## src/rtl/uart_dma_pkg.sv

```systemverilog
package uart_dma_pkg;
  typedef enum logic [2:0] {
    LVL_EIGHTH   = 3'd0,
    LVL_QUARTER  = 3'd1,
    LVL_HALF     = 3'd2,
    LVL_3QUARTER = 3'd3,
    LVL_7EIGHTH  = 3'd4
  } lvl_e;

  localparam int unsigned NDIR     = 2;
  localparam int unsigned DIR_TX   = 0;
  localparam int unsigned DIR_RX   = 1;

  localparam int unsigned A_MASK   = 0;
  localparam int unsigned A_RAW    = 1;
  localparam int unsigned A_MSTAT  = 2;
  localparam int unsigned A_CLEAR  = 3;
  localparam int unsigned A_LEVEL  = 4;
endpackage

```

## src/rtl/uart_dma_req.sv

```systemverilog
module uart_dma_req
  import uart_dma_pkg::*;
#(
  parameter int unsigned DEPTH = 16,
  parameter int unsigned CNT_W = $clog2(DEPTH + 1),
  parameter bit          IS_RX = 1'b0
) (
  input  logic             clk,
  input  logic             rst_n,
  input  logic             fifo_en,
  input  logic             avail,
  input  logic [CNT_W-1:0] fill,
  input  lvl_e             lvl_code,
  output logic             single_req,
  output logic             burst_req
);
  localparam logic [CNT_W-1:0] TH0 = CNT_W'(DEPTH / 8);
  localparam logic [CNT_W-1:0] TH1 = CNT_W'(DEPTH / 4);
  localparam logic [CNT_W-1:0] TH2 = CNT_W'(DEPTH / 2);
  localparam logic [CNT_W-1:0] TH3 = CNT_W'((DEPTH * 3) / 4);
  localparam logic [CNT_W-1:0] TH4 = CNT_W'((DEPTH * 7) / 8);

  logic [CNT_W-1:0] thresh;
  logic             level_hit;

  always_comb begin
    case (lvl_code)
      LVL_EIGHTH:   thresh = TH0;
      LVL_QUARTER:  thresh = TH1;
      LVL_HALF:     thresh = TH2;
      LVL_3QUARTER: thresh = TH3;
      default:      thresh = TH4;
    endcase
  end

  generate
    if (IS_RX) begin : g_rx
      assign level_hit = (fill >= thresh);
    end else begin : g_tx
      assign level_hit = (fill <= thresh);
    end
  endgenerate

  assign single_req = !fifo_en && avail;
  assign burst_req  = fifo_en && level_hit;


  req_excl_chk: assert property (@(posedge clk) disable iff (!rst_n)
    $onehot0({single_req, burst_req}));
endmodule

```

## src/rtl/uart_dma_stat.sv

```systemverilog
module uart_dma_stat
  import uart_dma_pkg::*;
(
  input  logic            clk,
  input  logic            rst_n,
  input  logic [NDIR-1:0] done,
  input  logic [NDIR-1:0] clr,
  input  logic [NDIR-1:0] mask,
  output logic [NDIR-1:0] raw,
  output logic            irq
);
  generate
    for (genvar d = 0; d < NDIR; d++) begin : g_dir
      always_ff @(posedge clk or negedge rst_n) begin
        if (!rst_n)       raw[d] <= 1'b0;
        else if (done[d]) raw[d] <= 1'b1;
        else if (clr[d])  raw[d] <= 1'b0;
      end


      done_sets_chk: assert property (@(posedge clk) disable iff (!rst_n)
        done[d] |=> raw[d]);


      clear_empties_chk: assert property (@(posedge clk) disable iff (!rst_n)
        (clr[d] && !done[d]) |=> !raw[d]);


      status_hold_chk: assert property (@(posedge clk) disable iff (!rst_n)
        (!clr[d] && !done[d]) |=> $stable(raw[d]));
    end
  endgenerate

  assign irq = |(raw & mask);
endmodule

```

## src/rtl/uart_dma_regs.sv

```systemverilog
module uart_dma_regs
  import uart_dma_pkg::*;
#(
  parameter int unsigned AW = 3,
  parameter int unsigned DW = 8
) (
  input  logic            clk,
  input  logic            rst_n,
  input  logic            wr_en,
  input  logic [AW-1:0]   addr,
  input  logic [DW-1:0]   wdata,
  input  logic [NDIR-1:0] raw,
  output logic [NDIR-1:0] mask,
  output lvl_e            lvl_code,
  output logic [NDIR-1:0] clr,
  output logic [DW-1:0]   rdata
);
  logic sel_mask, sel_clear, sel_level, code_ok;
  logic unused_wbits;

  assign sel_mask  = (addr == AW'(A_MASK));
  assign sel_clear = (addr == AW'(A_CLEAR));
  assign sel_level = (addr == AW'(A_LEVEL));
  assign code_ok   = (wdata[2:0] <= 3'(LVL_7EIGHTH));
  assign unused_wbits = ^wdata[DW-1:3];

  assign clr = (wr_en && sel_clear) ? wdata[NDIR-1:0] : '0;

  always_ff @(posedge clk or negedge rst_n) begin
    if (!rst_n) begin
      mask     <= '0;
      lvl_code <= LVL_HALF;
    end else if (wr_en) begin
      if (sel_mask)             mask     <= wdata[NDIR-1:0];
      if (sel_level && code_ok) lvl_code <= lvl_e'(wdata[2:0]);
    end
  end

  always_comb begin
    rdata = '0;
    case (addr)
      AW'(A_MASK):  rdata[NDIR-1:0] = mask;
      AW'(A_RAW):   rdata[NDIR-1:0] = raw;
      AW'(A_MSTAT): rdata[NDIR-1:0] = raw & mask;
      AW'(A_LEVEL): rdata[2:0]      = lvl_code;
      default:      rdata           = '0;
    endcase
  end


  bad_level_ignored_chk: assert property (@(posedge clk) disable iff (!rst_n)
    (wr_en && sel_level && !code_ok) |=> $stable(lvl_code));
endmodule

```

## src/rtl/uart_dma_irq.sv

```systemverilog
module uart_dma_irq
  import uart_dma_pkg::*;
#(
  parameter int unsigned DEPTH = 16,
  parameter int unsigned CNT_W = $clog2(DEPTH + 1),
  parameter int unsigned AW    = 3,
  parameter int unsigned DW    = 8
) (
  input  logic             clk,
  input  logic             rst_n,
  input  logic             fifo_en,
  input  logic             tx_hold_empty,
  input  logic             rx_byte_avail,
  input  logic [CNT_W-1:0] tx_fill,
  input  logic [CNT_W-1:0] rx_fill,
  input  logic             tx_dma_done,
  input  logic             rx_dma_done,
  input  logic             reg_wr,
  input  logic [AW-1:0]    reg_addr,
  input  logic [DW-1:0]    reg_wdata,
  output logic [DW-1:0]    reg_rdata,
  output logic             tx_single_req,
  output logic             tx_burst_req,
  output logic             rx_single_req,
  output logic             rx_burst_req,
  output logic             irq
);
  logic [NDIR-1:0] mask, raw, clr, done;
  lvl_e            lvl_code;

  assign done[DIR_TX] = tx_dma_done;
  assign done[DIR_RX] = rx_dma_done;

  uart_dma_regs #(.AW(AW), .DW(DW)) u_regs (
    .clk(clk), .rst_n(rst_n), .wr_en(reg_wr), .addr(reg_addr),
    .wdata(reg_wdata), .raw(raw), .mask(mask), .lvl_code(lvl_code),
    .clr(clr), .rdata(reg_rdata)
  );

  uart_dma_stat u_stat (
    .clk(clk), .rst_n(rst_n), .done(done), .clr(clr), .mask(mask),
    .raw(raw), .irq(irq)
  );

  uart_dma_req #(.DEPTH(DEPTH), .CNT_W(CNT_W), .IS_RX(1'b0)) u_tx_req (
    .clk(clk), .rst_n(rst_n), .fifo_en(fifo_en), .avail(tx_hold_empty),
    .fill(tx_fill), .lvl_code(lvl_code),
    .single_req(tx_single_req), .burst_req(tx_burst_req)
  );

  uart_dma_req #(.DEPTH(DEPTH), .CNT_W(CNT_W), .IS_RX(1'b1)) u_rx_req (
    .clk(clk), .rst_n(rst_n), .fifo_en(fifo_en), .avail(rx_byte_avail),
    .fill(rx_fill), .lvl_code(lvl_code),
    .single_req(rx_single_req), .burst_req(rx_burst_req)
  );
endmodule

```

## config.mk

```make
export PLATFORM = sky130hd
export DESIGN_NAME = uart_dma_irq
export DESIGN_NICKNAME = d
export VERILOG_FILES = /design/src/rtl/uart_dma_pkg.sv /design/src/rtl/uart_dma_req.sv /design/src/rtl/uart_dma_stat.sv /design/src/rtl/uart_dma_regs.sv /design/src/rtl/uart_dma_irq.sv
export SDC_FILE = /design/constraint.sdc
export NUM_CORES = 1
export LEC_CHECK = 0
export ABC_AREA = 1
export BUFFER_PORTS_ARGS = -buffer_cell sky130_fd_sc_hd__buf_2
export CAP_MARGIN = 20
export CORE_MARGIN = 2
export CORE_UTILIZATION = 40
export CTS_CLUSTER_SIZE = 25
export DETAILED_ROUTE_END_ITERATION = 16
export PLACE_DENSITY = 0.78
export RECOVER_POWER = 25
export SYNTH_ARGS = -nofsm -noshare
export SYNTH_HDL_FRONTEND = slang
export SYNTH_SLANG_ARGS = --single-unit
```

## constraint.sdc

```tcl
create_clock -name clk -period 2.3 [get_ports clk]
set_clock_uncertainty 0.2 [all_clocks]
set_input_delay 0.23 -clock clk [delete_from_list [all_inputs] [get_ports clk]]
set_output_delay 0.23 -clock clk [all_outputs]
set_load 0.01 [all_outputs]
```

==> impl_metrics.ini, run 1 <==
[run_status]
outcome = finished, final reports clean

[placed_design]
port_buffers = 31
place_congestion = 0.758
post-place-ws_ns = 0.439
post-dp-hpwl_um = 1190

[drt]
wl_per_cell_um = 8.70
postRouteAntennaNets = 0
vias = 734
routed_via_density = 4.53
post-route-drc-count = 0
wirelength_um = 1410
firstDrtPassIters = 5
drt_iter0_markers = 22

[power_and_ir_drop]
leakagePower_nw = 0.553
power_density_nw_per_um2 = 519
seqPwrFrac = 0.346
ir_drop_mv = 0.395
switchingPower_w = 0.000171
pwr-share-comb = 0.422
intPower_w = 0.000297
switching_share = 0.366
clockPowerShare = 0.233

[floorplan]
die_w_um = 45.0
io_pins = 42
die-height_um = 45.0
die_area_sq_um = 2030
initial_utilization = 0.437
fp.coreArea_sq_um = 1540
num_rows = 14

[sta]
layout_min_cycle_time_ns = 2.11
finalCritPeriodShare = 0.917
setup_viol = 0
finalHoldViolCount = 0
finalHoldWorstSlack_ns = 0.0252
fmax_mhz = 474
rsz0062_at_grt = no
final_max_slew_viol_count = 0
worst_slack_ns = 0.191
tns_ns = 0

[synthesis]
ys_types = 18
ys_warn_count = 0
syn_inst = 107
synth-seq-cells = 7
synth_area_per_cell_sq_um = 6.29
synth_area_sq_um = 673
yosysSeqAreaShare = 0.262

[clocking]
cts_tree = done
cts_num_sinks = 7
postCtsResizedCells = 0
path_clk_slew_ns = 0.05
cts_setup_buffers = 0
htreeDepth = 1
clock_latency_ns = 0.24
clockBufferDepth = 2
root_buffer = clkbuf_4
numCtsBuffers = 3

[final_layout]
area_growth_pct = 33.8
num-nets-final = 182
n_antenna_cell = 0
n_fill_cell = 161
drive_gt1_frac = 0.281

[critical_path]
end_kind = primary output
path_class = reg -> out
critPathMaxFanout = 4
crit_required_ns = 1.87
setup.worst_path.start_class = register
cp.arrival_ns = 1.68

[global_routing]
grt_usage = 0.154
antenna_found_initial = 0
grt_max_degree = 8
grt_pass1_vias = 628
overflow = 0
grt_pass1_wl_um = 2300

[flow_run]
maxCapViolations = 0

[min_path]
min_path_type = in -> reg
==> metal layers <==
layer,part of all wire,GRT usage
met2,0.48,0.266
met5,0,0
met3,0.057,0.0120
met1,0.46,0.194
met4,0.0057,0.0706
==> final cells by class <==
type                       instances  area [sq um]  share of cell area
clock buffer                       4          26.3              0.0292
inverter                          25          93.8               0.104
multi-input combinational         74           380               0.422
sequential                         7           176               0.196
tap                               16          20.0              0.0222
timing repair buffer              36           204               0.226
==> kinds of logic after synthesis <==
logic type	Yosys count	share of synthesized area
AO/OA/AOI/OAI	9	0.0669
adder cells (fa/ha/maj)	6	0.112
buffers and inverters	30	0.195
flip-flops	7	0.262
other	1	0.00557
AND/OR/NAND/NOR	54	0.359
==> worst max-delay path, cell delays in order (launching register included) <==
cell     delay, ns
dfstp_2       0.55
o21ai_0       0.13
ha_1          0.30
inv_1         0.03
nor2_1        0.08
nand2_1       0.06
nand3_1       0.06
nor2_1        0.04
nor2_1        0.07
buf_2         0.13
==> registers in the layout, indices dropped and copies added (netlist names) <==
name / count
u_stat.raw: 2
u_regs.mask: 2
u_regs.lvl_code: 3
==> synth_stat cells (all sizes together) <==
| cell | instances | area, sq um |
|---|---|---|
| conb | 1 | 3.75 |
| dfstp | 1 | 26.3 |
| dfrtp | 6 | 150 |
| nand2 | 28 | 108 |
| o21ai | 6 | 30.0 |
| inv | 25 | 93.8 |
| nand4 | 4 | 25.0 |
| ha | 6 | 75.1 |
| buf | 5 | 37.5 |
| a21oi | 3 | 15.0 |
| nor2 | 15 | 58.8 |
| nand3 | 6 | 40.0 |
| nor3 | 1 | 10.0 |
==> worst paths after layout <==
kind / cells after the start / start / slack [ns] / endpoint
max: 9 / u_regs.lvl_code[1]$_DFFE_PN1P_ / 0.19 / rx_burst_req
min: 3 / reg_wdata[0] / 0.03 / u_regs.lvl_code[0]$_DFFE_PN0P_
max reg2reg: 2 / u_regs.lvl_code[1]$_DFFE_PN1P_ / 1.38 / u_regs.lvl_code[1]$_DFFE_PN1P_
min reg2reg: 2 / u_regs.lvl_code[1]$_DFFE_PN1P_ / 0.29 / u_regs.lvl_code[1]$_DFFE_PN1P_
max in group asynchronous: 2 / rst_n / 1.38 / u_regs.lvl_code[1]$_DFFE_PN1P_
min in group asynchronous: 2 / rst_n / 0.21 / u_regs.mask[1]$_DFFE_PN0P_
==> metrics by stage <==
step	util	power [W]	cells	cell area [sq um]
2_1_floorplan	-	0.000294	111	688
3_3_place_gp	0.536	0.000347	153	826
3_5_place_dp	0.536	0.000356	153	826
4_1_cts	0.585	0.000475	162	902
5_1_grt	0.584	0.000514	162	901
6_report	0.584	0.000468	162	901
==> power by group through the flow <==
| stage | Sequential [W] | Combinational, W | Clock (W) |
|---|---|---|---|
| 4_1_cts | 0.000161 | 0.000200 | 0.000113 |
| 3_3_place_gp | 0.000162 | 0.000185 | 0 |
| 5_1_grt | 0.000164 | 0.000232 | 0.000118 |
| 6_report | 0.000162 | 0.000197 | 0.000109 |
| 2_1_floorplan | 0.000159 | 0.000134 | 0 |
| 3_5_place_dp | 0.000163 | 0.000193 | 0 |
==> placed cells by master (no fill, tap or decap), types with 2 or more instances in the layout <==
cell / instances
o21ai_1: 3
nand4_1: 4
o21ai_0: 3
inv_1: 23
buf_2: 30
nand3_1: 4
nand3_2: 2
ha_1: 6
nor2_1: 14
dfrtp_1: 6
a21oi_1: 3
clkbuf_4: 3
dlygate4sd3_1: 5
conb_1: 5
nand2_1: 27
clkbuf_1: 2
inv_2: 2
==> timing repair <==
item                       CTS  global route
setup endpoints to repair    0             0
hold buffers                 5             0
hold endpoints to repair    11             0
Note: power is estimated with default switching activity, not from simulation.
==> run 2, diff against run 1 <==
--- a/config.mk
+++ b/config.mk
@@ -5,14 +5,13 @@
 export SDC_FILE = /design/constraint.sdc
 export NUM_CORES = 1
 export LEC_CHECK = 0
-export ABC_AREA = 1
 export BUFFER_PORTS_ARGS = -buffer_cell sky130_fd_sc_hd__buf_2
 export CAP_MARGIN = 20
 export CORE_MARGIN = 2
 export CORE_UTILIZATION = 40
 export CTS_CLUSTER_SIZE = 25
 export DETAILED_ROUTE_END_ITERATION = 16
-export PLACE_DENSITY = 0.78
+export PLACE_DENSITY = 0.79
 export RECOVER_POWER = 25
 export SYNTH_ARGS = -nofsm -noshare
 export SYNTH_HDL_FRONTEND = slang
==> impl_metrics.ini, run 2 <==
[run_status]
outcome = finished, final reports clean

[final_layout]
n_fill_cell = 153
largest_reg_flops = 3
top_regs = u_regs.lvl_code x3, u_regs.mask x2, u_stat.raw x2
regMostFlops = u_regs.lvl_code
final_cell_mix = buf_2, ha_1, dfrtp_1
drive_gt1_frac = 0.349
n_antenna_cell = 0
area_growth_pct = 31.3
num-nets-final = 142
final_common_cell = buf_2

[critical_path]
end_kind = primary output
crit_family = flip-flops
crit_buf_inv = 1
critPathMaxFanout = 4
crit_required_ns = 1.87
cp_slowest_cell = dfstp_2
startpoint = u_regs.lvl_code[1]$_DFFE_PN1P_
cp.arrival_ns = 1.67
slowest_delay_ns = 0.55
path_class = reg -> out
r2r-start = u_regs.mask[0]$_DFFE_PN0P_
setup.worst_path.start_class = register
cp_cell_sequence = o21bai_1, ha_1, nand4b_1, o21ai_0, o211a_1, buf_2

[placed_design]
post-place-ws_ns = 0.447
post-dp-hpwl_um = 1110
place_congestion = 0.765
port_buffers = 31

[sta]
finalCritPeriodShare = 0.914
setup_viol = 0
worst_slack_ns = 0.197
fmax_mhz = 476
rsz0062_at_grt = no
finalHoldViolCount = 0
layout_min_cycle_time_ns = 2.10
final_max_slew_viol_count = 0
tns_ns = 0

[floorplan]
initial_utilization = 0.422
die_area_sq_um = 1900
fp.coreArea_sq_um = 1490
die-height_um = 43.6
io_pins = 42
num_rows = 14
die_w_um = 43.6

[global_routing]
grt_pass1_vias = 584
grt_pass1_wl_um = 2260
grt_usage = 0.160
overflow = 0
antenna_found_initial = 0
grt_max_degree = 9

[synthesis]
synth_area_per_cell_sq_um = 8.97
synthArstFlopShare = 1.00
post_synth_most_frequent_cells = dfrtp_1, ha_1
netlist_top_cells_area = dfrtp_1, ha_1, buf_4
yosysSeqAreaShare = 0.281
yosysTopAreaCell = dfrtp_1
yosysTopAreaCellShare = 0.239
synth_area_sq_um = 628
ys_types = 30
synth_enable_flop_cells = 0
ys_warn_count = 0
syn_inst = 70
synth_flop_cell = dfrtp_1
synth-seq-cells = 7

[clocking]
cts_setup_buffers = 0
cts_num_sinks = 7
postCtsHoldBufs = 3
clockBufferDepth = 2
postCtsResizedCells = 0
path_clk_slew_ns = 0.05
root_buffer = clkbuf_4
numCtsBuffers = 3
cts_tree = done
clock_latency_ns = 0.25
htreeDepth = 1

[power_and_ir_drop]
leakagePower_nw = 0.443
power_density_nw_per_um2 = 561
ir_drop_mv = 0.301

[flow_run]
maxCapViolations = 0

[drt]
postRouteAntennaNets = 0
drt_iter0_markers = 8
wirelength_um = 1320
vias = 617
routed_via_density = 5.06
post-route-drc-count = 0
firstDrtPassIters = 4
wl_per_cell_um = 10.8

[min_path]
worstHoldStart = reg_wdata[1]
min_path_type = in -> reg
-- run 2: cell types whose count changed after synthesis, moves of 3 or more --
| cell | delta |
|---|---|
| nand4_1 | -4 |
| nor2_1 | -9 |
| inv_1 | -19 |
| nand3_1 | -3 |
| nand2_1 | -22 |
| a2bb2oi_1 | +3 |
| nor2b_1 | +5 |
-- run 2: cells by family after synthesis --
logic type | after synthesis | synth area share
other | 1 | 0.00597
adders and majority gates | 6 | 0.120
DFF | 7 | 0.281
and+or+nand+nor | 25 | 0.241
AOI/OAI and AO/OA | 17 | 0.183
muxes | 4 | 0.0677
buffers and inverters | 10 | 0.102
-- run 2: through the flow --
| step | total power (W) | utilization | instances | hold WS, ns | area [sq um] |
|---|---|---|---|---|---|
| 2_1_floorplan | 0.000293 | - | 74 | -0.266 | 643 |
| 3_3_place_gp | 0.000345 | 0.517 | 115 | -0.134 | 769 |
| 3_5_place_dp | 0.000352 | 0.517 | 115 | -0.133 | 769 |
| 4_1_cts | 0.000472 | 0.555 | 122 | 0.0782 | 826 |
| 5_1_grt | 0.000508 | 0.554 | 122 | 0.106 | 825 |
| 6_report | 0.000462 | 0.554 | 122 | 0.0891 | 825 |
-- run 2: final timing paths --
path                                                  end  slack [ns]  cells after the start
max reg2reg                    u_regs.mask[0]$_DFFE_PN0P_        1.30                      1
min                            u_regs.mask[1]$_DFFE_PN0P_        0.09                      2
max in group asynchronous  u_regs.lvl_code[1]$_DFFE_PN1P_        1.41                      2
min reg2reg                     u_stat.raw[1]$_DFFE_PN0P_        0.31                      1
max                                          tx_burst_req        0.20                      6
min in group asynchronous      u_regs.mask[0]$_DFFE_PN0P_        0.19                      2
-- run 2: layer usage --
layer  vias up  wire length (um)  global-route usage
met5         -                 0                   0
met4         0                31               0.103
met3         4               123              0.0500
met2        31               655               0.276
met1       269               505               0.164
li1        313                 -                   -
-- run 2: layout make-up --
| class | count | area [sq um] | area share |
|---|---|---|---|
| timing repair buffer | 34 | 184 | 0.223 |
| tap | 16 | 20.0 | 0.0243 |
| sequential | 7 | 176 | 0.214 |
| clock buffer | 4 | 26.3 | 0.0319 |
| multi-input combinational | 57 | 403 | 0.489 |
| inverter | 4 | 15.0 | 0.0182 |
-- run 2: power breakdown --
part,leakage [nW],switching [W],internal (W)
logic,0.351,0.0000886,0.0000950
registers,0.0769,0.0000211,0.000147
clock network,0.0150,0.0000444,0.0000662
total,0.443,0.000154,0.000308
